==> src/rtl/apt_pkg.sv <==
// Shared widths, entry layout and walker state encoding for the aperture translator.
package apt_pkg;
    localparam int ADDR_W     = 32;
    localparam int PAGE_SHIFT = 12;
    localparam int PPN_W      = ADDR_W - PAGE_SHIFT;

    // Aperture size select codes
    localparam logic [7:0] SZ_CODE_256M = 8'd0;
    localparam logic [7:0] SZ_CODE_128M = 8'd32;
    localparam logic [7:0] SZ_CODE_64M  = 8'd48;
    localparam logic [7:0] SZ_CODE_32M  = 8'd56;

    typedef struct packed {
        logic             present;
        logic [PPN_W-1:0] ppn;
    } dir_entry_t;

    typedef enum logic [1:0] {
        WALK_IDLE = 2'd0,
        WALK_READ = 2'd1,
        WALK_RESP = 2'd2
    } walk_state_e;
endpackage

==> src/rtl/apt_dir.sv <==
// On-chip first-level directory.
// Holds DIR_ENTRIES entries, each a present flag plus a second-level page base.
// A load word is decoded as: index in the low bits, present at bit 8, base in bits 31:12.
// Attribute and reserved bits are discarded.
// Assumes one write per cycle at most; reads are combinational.
module apt_dir
    import apt_pkg::*;
#(
    parameter int DIR_ENTRIES = 64,
    localparam int IDX_W = $clog2(DIR_ENTRIES)
) (
    input  logic              clk,
    input  logic              rst_n,
    input  logic              wr_en,
    input  logic [ADDR_W-1:0] wdata,
    input  logic [IDX_W-1:0]  rd_idx,
    output dir_entry_t        rd_ent
);
    localparam int PRESENT_BIT = 8;

    dir_entry_t       ent_q [DIR_ENTRIES];
    logic [IDX_W-1:0] wr_idx;
    logic             unused_attr;

    assign wr_idx      = wdata[IDX_W-1:0];
    assign unused_attr = ^wdata[PAGE_SHIFT-1:IDX_W];
    assign rd_ent      = ent_q[rd_idx];

    // Clear all entries on reset; otherwise load one entry from the packed word
    always_ff @(posedge clk) begin
        if (!rst_n) begin
            for (int i = 0; i < DIR_ENTRIES; i++) begin
                ent_q[i] <= '0;
            end
        end else if (wr_en) begin
            ent_q[wr_idx] <= '{present: wdata[PRESENT_BIT], ppn: wdata[ADDR_W-1:PAGE_SHIFT]};
        end
    end


    absent_load_chk: assert property (@(posedge clk) disable iff (!rst_n)
        (wr_en && !wdata[PRESENT_BIT]) |=> !ent_q[$past(wr_idx)].present);
endmodule

==> src/rtl/apt_tcache.sv <==
// Single-entry translation cache with flush-sequence detection.
// Remembers the last successful virtual page and its physical page.
// Emptied by reset, by any directory write, or by control writes ARM then FIRE back to back.
// Invalidation wins over a fill in the same cycle.
module apt_tcache
    import apt_pkg::*;
#(
    parameter logic [ADDR_W-1:0] FLUSH_ARM  = 32'h0000_2200,
    parameter logic [ADDR_W-1:0] FLUSH_FIRE = 32'h0000_2280
) (
    input  logic              clk,
    input  logic              rst_n,
    input  logic              ctrl_wr,
    input  logic [ADDR_W-1:0] ctrl_data,
    input  logic              dir_wr,
    input  logic              fill_en,
    input  logic [PPN_W-1:0]  fill_vpn,
    input  logic [PPN_W-1:0]  fill_ppn,
    input  logic [PPN_W-1:0]  lk_vpn,
    output logic              hit,
    output logic [PPN_W-1:0]  hit_ppn,
    output logic              inval
);
    logic             armed_q;
    logic             valid_q;
    logic [PPN_W-1:0] vpn_q;
    logic [PPN_W-1:0] ppn_q;
    logic             flush;

    assign flush   = ctrl_wr && armed_q && (ctrl_data == FLUSH_FIRE);
    assign inval   = flush || dir_wr;
    assign hit     = valid_q && (vpn_q == lk_vpn);
    assign hit_ppn = ppn_q;

    // Remember whether the most recent control write was the arming value
    always_ff @(posedge clk) begin
        if (!rst_n) begin
            armed_q <= 1'b0;
        end else if (ctrl_wr) begin
            armed_q <= (ctrl_data == FLUSH_ARM);
        end
    end

    // Hold one translation; invalidation has priority over a fill
    always_ff @(posedge clk) begin
        if (!rst_n) begin
            valid_q <= 1'b0;
            vpn_q   <= '0;
            ppn_q   <= '0;
        end else if (inval) begin
            valid_q <= 1'b0;
        end else if (fill_en) begin
            valid_q <= 1'b1;
            vpn_q   <= fill_vpn;
            ppn_q   <= fill_ppn;
        end
    end


    inval_empties_chk: assert property (@(posedge clk) disable iff (!rst_n)
        inval |=> !valid_q);

    fill_holds_chk: assert property (@(posedge clk) disable iff (!rst_n)
        (fill_en && !inval) |=> (valid_q && vpn_q == $past(fill_vpn)));
endmodule

==> src/rtl/apt_walk.sv <==
// Request handling and second-level table walk.
// In idle it checks the range, then the cache, then directory presence, and either answers
// directly or issues one memory read. It answers one cycle after the read response.
// Assumes size_code is stable during a request and responses arrive only while a read is pending.
module apt_walk
    import apt_pkg::*;
#(
    parameter int DIR_ENTRIES = 64,
    parameter int L2_ENTRIES  = 1024,
    localparam int L2_W      = $clog2(L2_ENTRIES),
    localparam int DIR_SHIFT = PAGE_SHIFT + L2_W,
    localparam int HI_W      = ADDR_W - DIR_SHIFT
) (
    input  logic              clk,
    input  logic              rst_n,
    input  logic              req_valid,
    input  logic [ADDR_W-1:0] req_addr,
    output logic              req_ready,
    input  logic [7:0]        size_code,
    input  dir_entry_t        dir_ent,
    input  logic              hit,
    input  logic [PPN_W-1:0]  hit_ppn,
    input  logic              inval,
    output logic              mem_rd_req,
    output logic [ADDR_W-1:0] mem_rd_addr,
    input  logic              mem_rd_resp_valid,
    input  logic [ADDR_W-1:0] mem_rd_data,
    output logic              fill_en,
    output logic [PPN_W-1:0]  fill_vpn,
    output logic [PPN_W-1:0]  fill_ppn,
    output logic              rsp_done,
    output logic              rsp_fault,
    output logic [ADDR_W-1:0] rsp_addr
);
    localparam logic [HI_W:0] LIM_256 = (HI_W+1)'(DIR_ENTRIES);
    localparam logic [HI_W:0] LIM_128 = (HI_W+1)'(DIR_ENTRIES / 2);
    localparam logic [HI_W:0] LIM_64  = (HI_W+1)'(DIR_ENTRIES / 4);
    localparam logic [HI_W:0] LIM_32  = (HI_W+1)'(DIR_ENTRIES / 8);

    walk_state_e             state_q;
    logic [HI_W:0]           limit;
    logic                    in_range;
    logic                    accept;
    logic [ADDR_W-1:0]       walk_addr;
    logic [PAGE_SHIFT-1:0]   off_q;
    logic [PPN_W-1:0]        vpn_q;
    logic                    fill_ok_q;
    logic                    unused_rd;

    assign unused_rd = ^mem_rd_data[PAGE_SHIFT-1:1];

    // Map size code to the number of directory entries in use
    always_comb begin
        case (size_code)
            SZ_CODE_256M: limit = LIM_256;
            SZ_CODE_128M: limit = LIM_128;
            SZ_CODE_64M:  limit = LIM_64;
            SZ_CODE_32M:  limit = LIM_32;
            default:      limit = '0;
        endcase
    end

    assign in_range  = {1'b0, req_addr[ADDR_W-1:DIR_SHIFT]} < limit;
    assign req_ready = (state_q == WALK_IDLE);
    assign accept    = req_ready && req_valid;
    assign walk_addr = {dir_ent.ppn, {PAGE_SHIFT{1'b0}}}
                     + {{(ADDR_W-L2_W-2){1'b0}}, req_addr[PAGE_SHIFT +: L2_W], 2'b00};

    assign fill_en  = (state_q == WALK_READ) && mem_rd_resp_valid && mem_rd_data[0]
                      && fill_ok_q && !inval;
    assign fill_vpn = vpn_q;
    assign fill_ppn = mem_rd_data[ADDR_W-1:PAGE_SHIFT];

    // Sequence idle -> (read) -> answer -> idle
    always_ff @(posedge clk) begin
        if (!rst_n) begin
            state_q     <= WALK_IDLE;
            mem_rd_req  <= 1'b0;
            mem_rd_addr <= '0;
            rsp_done    <= 1'b0;
            rsp_fault   <= 1'b0;
            rsp_addr    <= '0;
            off_q       <= '0;
            vpn_q       <= '0;
            fill_ok_q   <= 1'b0;
        end else begin
            case (state_q)
                WALK_IDLE: begin
                    if (req_valid) begin
                        off_q <= req_addr[PAGE_SHIFT-1:0];
                        vpn_q <= req_addr[ADDR_W-1:PAGE_SHIFT];
                        if (!in_range || (!hit && !dir_ent.present)) begin
                            state_q   <= WALK_RESP;
                            rsp_done  <= 1'b1;
                            rsp_fault <= 1'b1;
                            rsp_addr  <= '0;
                        end else if (hit) begin
                            state_q   <= WALK_RESP;
                            rsp_done  <= 1'b1;
                            rsp_fault <= 1'b0;
                            rsp_addr  <= {hit_ppn, req_addr[PAGE_SHIFT-1:0]};
                        end else begin
                            state_q     <= WALK_READ;
                            mem_rd_req  <= 1'b1;
                            mem_rd_addr <= walk_addr;
                            fill_ok_q   <= !inval;
                        end
                    end
                end
                WALK_READ: begin
                    if (inval) begin
                        fill_ok_q <= 1'b0;
                    end
                    if (mem_rd_resp_valid) begin
                        state_q    <= WALK_RESP;
                        mem_rd_req <= 1'b0;
                        rsp_done   <= 1'b1;
                        if (mem_rd_data[0]) begin
                            rsp_fault <= 1'b0;
                            rsp_addr  <= {mem_rd_data[ADDR_W-1:PAGE_SHIFT], off_q};
                        end else begin
                            rsp_fault <= 1'b1;
                            rsp_addr  <= '0;
                        end
                    end
                end
                WALK_RESP: begin
                    state_q   <= WALK_IDLE;
                    rsp_done  <= 1'b0;
                    rsp_fault <= 1'b0;
                    rsp_addr  <= '0;
                end
                default: state_q <= WALK_IDLE;
            endcase
        end
    end


    done_pulse_chk: assert property (@(posedge clk) disable iff (!rst_n)
        rsp_done |=> (!rsp_done && req_ready));

    rd_addr_stable_chk: assert property (@(posedge clk) disable iff (!rst_n)
        (mem_rd_req && !mem_rd_resp_valid) |=> (mem_rd_req && $stable(mem_rd_addr)));

    resp_only_pending_chk: assert property (@(posedge clk) disable iff (!rst_n)
        mem_rd_resp_valid |-> mem_rd_req);

    fault_zero_chk: assert property (@(posedge clk) disable iff (!rst_n)
        rsp_fault |-> (rsp_done && rsp_addr == '0));

    range_fault_chk: assert property (@(posedge clk) disable iff (!rst_n)
        (accept && !in_range) |=> (rsp_done && rsp_fault && !mem_rd_req));

    resp_to_done_chk: assert property (@(posedge clk) disable iff (!rst_n)
        (mem_rd_req && mem_rd_resp_valid) |=> (rsp_done && rsp_fault == !$past(mem_rd_data[0])));
endmodule

==> src/rtl/apt_xlate_top.sv <==
// Two-level aperture address translator top.
// Splits the register port into directory loads and control writes.
// Indexes the directory with the request offset and ties directory, cache and walker together.
// Assumes reg_sel = 0 targets the directory and reg_sel = 1 the control register.
module apt_xlate_top
    import apt_pkg::*;
#(
    parameter int DIR_ENTRIES = 64,
    parameter int L2_ENTRIES  = 1024
) (
    input  logic        clk,
    input  logic        rst_n,
    input  logic        req_valid,
    input  logic [31:0] req_addr,
    output logic        req_ready,
    input  logic [7:0]  size_code,
    input  logic        reg_wr_en,
    input  logic        reg_sel,
    input  logic [31:0] reg_wdata,
    output logic        mem_rd_req,
    output logic [31:0] mem_rd_addr,
    input  logic        mem_rd_resp_valid,
    input  logic [31:0] mem_rd_data,
    output logic        rsp_done,
    output logic        rsp_fault,
    output logic [31:0] rsp_addr
);
    localparam int IDX_W     = $clog2(DIR_ENTRIES);
    localparam int DIR_SHIFT = PAGE_SHIFT + $clog2(L2_ENTRIES);

    logic             dir_wr;
    logic             ctrl_wr;
    dir_entry_t       dir_ent;
    logic             hit;
    logic [PPN_W-1:0] hit_ppn;
    logic             inval;
    logic             fill_en;
    logic [PPN_W-1:0] fill_vpn;
    logic [PPN_W-1:0] fill_ppn;

    assign dir_wr  = reg_wr_en && !reg_sel;
    assign ctrl_wr = reg_wr_en && reg_sel;

    apt_dir #(.DIR_ENTRIES(DIR_ENTRIES)) dir_i (
        .clk    (clk),
        .rst_n  (rst_n),
        .wr_en  (dir_wr),
        .wdata  (reg_wdata),
        .rd_idx (req_addr[DIR_SHIFT +: IDX_W]),
        .rd_ent (dir_ent)
    );

    apt_tcache tcache_i (
        .clk       (clk),
        .rst_n     (rst_n),
        .ctrl_wr   (ctrl_wr),
        .ctrl_data (reg_wdata),
        .dir_wr    (dir_wr),
        .fill_en   (fill_en),
        .fill_vpn  (fill_vpn),
        .fill_ppn  (fill_ppn),
        .lk_vpn    (req_addr[ADDR_W-1:PAGE_SHIFT]),
        .hit       (hit),
        .hit_ppn   (hit_ppn),
        .inval     (inval)
    );

    apt_walk #(.DIR_ENTRIES(DIR_ENTRIES), .L2_ENTRIES(L2_ENTRIES)) walk_i (
        .clk               (clk),
        .rst_n             (rst_n),
        .req_valid         (req_valid),
        .req_addr          (req_addr),
        .req_ready         (req_ready),
        .size_code         (size_code),
        .dir_ent           (dir_ent),
        .hit               (hit),
        .hit_ppn           (hit_ppn),
        .inval             (inval),
        .mem_rd_req        (mem_rd_req),
        .mem_rd_addr       (mem_rd_addr),
        .mem_rd_resp_valid (mem_rd_resp_valid),
        .mem_rd_data       (mem_rd_data),
        .fill_en           (fill_en),
        .fill_vpn          (fill_vpn),
        .fill_ppn          (fill_ppn),
        .rsp_done          (rsp_done),
        .rsp_fault         (rsp_fault),
        .rsp_addr          (rsp_addr)
    );
endmodule

==> config.mk <==
export PLATFORM = sky130hd
export DESIGN_NAME = apt_xlate_top
export DESIGN_NICKNAME = d
export VERILOG_FILES = /design/src/rtl/apt_pkg.sv /design/src/rtl/apt_dir.sv /design/src/rtl/apt_tcache.sv /design/src/rtl/apt_walk.sv /design/src/rtl/apt_xlate_top.sv
export SDC_FILE = /design/constraint.sdc
export NUM_CORES = 2
export LEC_CHECK = 0
export ABC_AREA = 0
export BUFFER_PORTS_ARGS = -buffer_cell sky130_fd_sc_hd__buf_2
export CORE_MARGIN = 1.5
export CORE_UTILIZATION = 30
export CTS_CLUSTER_SIZE = 24
export DETAILED_ROUTE_END_ITERATION = 7
export MAX_ROUTING_LAYER = met4
export PLACE_DENSITY_LB_ADDON = 0.08
export SLEW_MARGIN = 15
export SYNTH_ARGS = -nofsm -noshare
export SYNTH_HDL_FRONTEND = slang
export SYNTH_SLANG_ARGS = --single-unit
==> constraint.sdc <==
create_clock -name clk -period 6.6 [get_ports clk]
set_clock_uncertainty 0.1 [all_clocks]
set_input_delay 0.33 -clock clk [delete_from_list [all_inputs] [get_ports clk]]
set_output_delay 0.33 -clock clk [all_outputs]
set_load 0.005 [all_outputs]
==> reports/metrics.yaml <==
max_slew_margin_pct: 19.9
drv_slew: 0
vias: 36527
setup_ws_ns: 2.90
crit_top_cell: "buf_4"
finalSetupViolations: 0
critPathKind: "primary input to flop"
worst_path_max_delay_cell: "nor2_2"
ys_seq_area_share_pct: 64.5
crit_buf_inv: 3
worst_pin_slew_ns: 1.20
rsz0062_at_grt: "no"
grt_pass1_wl_um: 309000
die_area_um2: 226000
yosys.cell_count.top_type: "and2_1"
io_pins: 178
netlist.area_leader.share_pct: 60.2
outcome: "completed"
fmax_ghz: 0.270
grt_overflow: 0
pre_cts_slack_ns: 2.24
min_period_over_period_pct: 56.0
track_usage_pct: 20.1
cts_htree_levels: 4
path_cells: "dlygate4sd3_1 > buf_4 > nand2_1 > nor3_1 > nand3_1 > buf_4 > nor2_2 > and2_1"
clockBufferDepth: 3
hp-class: "primary input to flop"
powerDensity_nw_per_um2: 287
die_h_um: 476
dp_hpwl_um: 129000
drt_iter0_drc: 3414
placed_area_um2: 71600
ys_types: 55
grt_start_max_net_pins: 82
place.port_buffers: 164
final_area_um2: 77900
grt_pass1_vias: 37468
ys_dominant_reg_cell: "edfxtp_1"
clkSinkCount: 1486
dr.pass1.iters: 5
drc: 0
dr.max_layer_used: "met4"
syn2layout_area_growth_pct: 16.3
yosys.area.top_type: "edfxtp_1"
wire_per_inst_um: 29.1
met1_length_um: 98500
synth.avg_cell_area_um2: 15.4
drive_gt1_share_pct: 24.0
cp_top_family: "simple AND/OR/NAND/NOR gates"
gp_congestion: 0.758
fin_nets: 4574
timing.reg2reg.setup_slack_ns: 2.90
wl_met2_um: 109000
synth_seq_cells: 1486
ys_top_cells_by_area: "edfxtp_1, mux4_2, and2_1"
required_ns: 7.17
coreArea_um2: 222000
cap_violations: 0
final_antenna_net_count: 0
tns_ns: 0
hold_viol: 0
die_w_um: 476
p_leak_nw: 26.3
critPathCaptureType: "flop"
viasPerCell: 4.81
wl_met3_um: 9460
synthCells: 4338
async_flop_share_pct: 0
cts_tree: "built"
syn-cell-area_um2: 67000
critPathArrivalTime_ns: 4.26
cts.repair.resized: 0
startpoint_type: "primary input"
clk_latency_ns: 0.82
ys_top_cells_by_count: "and2_1, edfxtp_1, mux4_2"
std_cell_rows: 173
synth-edff-count: 1344
cts_buffers: 178
clkTransAtPathRegs_ns: 0.06
critPathMaxStageDelay_ns: 0.90
finalCriticalPeriod_ns: 3.70
cts_root_buf: "clkbuf_16"
initial_utilization_pct: 30.2
yosys_warnings: 0
vdd_drop_max_v: 0.000263
drt-total-wl_um: 221000
grt_antenna_before_repair: 34
crit_fanout: 42
==> logic make-up (layout without fill, tap and decap cells) <==
kind of cell | after synthesis | after routing | synth area share, %
adder cells (fa/ha/maj) | 6 | 6 | 0.112
buffers and inverters | 462 | 733 | 2.84
flip-flops | 1486 | 1486 | 64.5
XOR/XNOR | 20 | 20 | 0.261
multiplexers | 517 | 517 | 15.8
AND/OR/NAND/NOR | 1631 | 1631 | 14.4
other | 1 | 17 | 0.00560
AO/OA/AOI/OAI | 215 | 215 | 2.12
==> layer usage <==
metal	GRT usage, %	up-vias
li1	-	16286
met1	26.5	19129
met2	33.1	867
met3	2.73	245
met4	4.41	0
met5	-	-
==> power breakdown <==
part           internal [mW]  total (mW)  switching, mW
Clock                   5.68        9.78           4.10
Combinational          0.637        1.79           1.16
Sequential              10.7        10.8          0.117
==> worst reg2reg max path, delay by kind of cell, from the launching register on <==
family | cells | cell delay (ns)
buffers and inverters | 1 | 0.29
AO/OA/AOI/OAI | 4 | 1.06
AND/OR/NAND/NOR | 1 | 0.79
multiplexers | 2 | 0.98
flip-flops | 1 | 0.37
==> final timing paths <==
| check | from | end | cells past startpoint |
|---|---|---|---|
| worst max register to register | dir_i.ent_q[9][20] | walk_i.rsp_addr[7] | 8 |
| worst min-delay path | req_addr[27] | walk_i.fill_vpn[15] | 4 |
| worst min register to register | walk_i.rsp_done | walk_i.rsp_done | 2 |
| worst max-delay path | rst_n | dir_i.ent_q[5][11] | 8 |
==> registers in the layout, summed over array words and instances, names as in the netlist, 2 cells and up <==
register / flops
tcache_i.vpn_q: 20
dir_i.ent_q: 1344
walk_i.rsp_addr: 32
walk_i.mem_rd_addr: 30
tcache_i.hit_ppn: 20
walk_i.state_q: 2
walk_i.off_q: 12
walk_i.fill_vpn: 20
==> per-stage QoR <==
stage | hold WS (ns) | std cells | util (%) | power (mW)
2_1_floorplan | 0.336 | 4339 | - | 11.9
3_3_place_gp | 0.342 | 7189 | 32.2 | 12.8
3_5_place_dp | 0.346 | 7189 | 32.2 | 12.8
4_1_cts | 0.0576 | 7584 | 35.1 | 22.7
5_1_grt | 0.109 | 7589 | 35.1 | 23.1
6_report | 0.0943 | 7600 | 35.1 | 22.4
==> final cells by class <==
type / count / area (um2)
inverters: 7 / 28.8
flip-flops and latches: 1486 / 43200
diodes: 15 / 37.5
repair buffers: 394 / 2780
clock inverters: 96 / 923
fillers: 21132 / 144000
clock buffers: 236 / 4740
multi-input cells: 2391 / 22500
well taps: 2975 / 3720
==> what timing repair did <==
| item | CTS | global route |
|---|---|---|
| buffers inserted | 0 | 0 |
| endpoints found under the setup margin | 0 | 0 |
| hold buffers | 63 | 0 |
| hold endpoints to repair | 117 | 0 |
==> cell usage in the layout (no fill, tap or decap), types with 32 or more instances in the layout <==
cell type      Yosys  final
nor2_1           147    120
clkbuf_1         379     53
buf_4             15    165
o21ai_2            0     36
clkinv_1           1     39
a32oi_1           32     32
a21oi_1           33     33
and2_1          1348   1348
o311ai_0          32     32
mux4_2           434    434
clkbuf_16          0    180
nand2_1           86     85
dlygate4sd3_1      0     63
dfxtp_1          142    142
edfxtp_1        1344   1344
mux2i_1           82     82
buf_2             20    159
No activity file was read; power rests on OpenSTA's default activity.
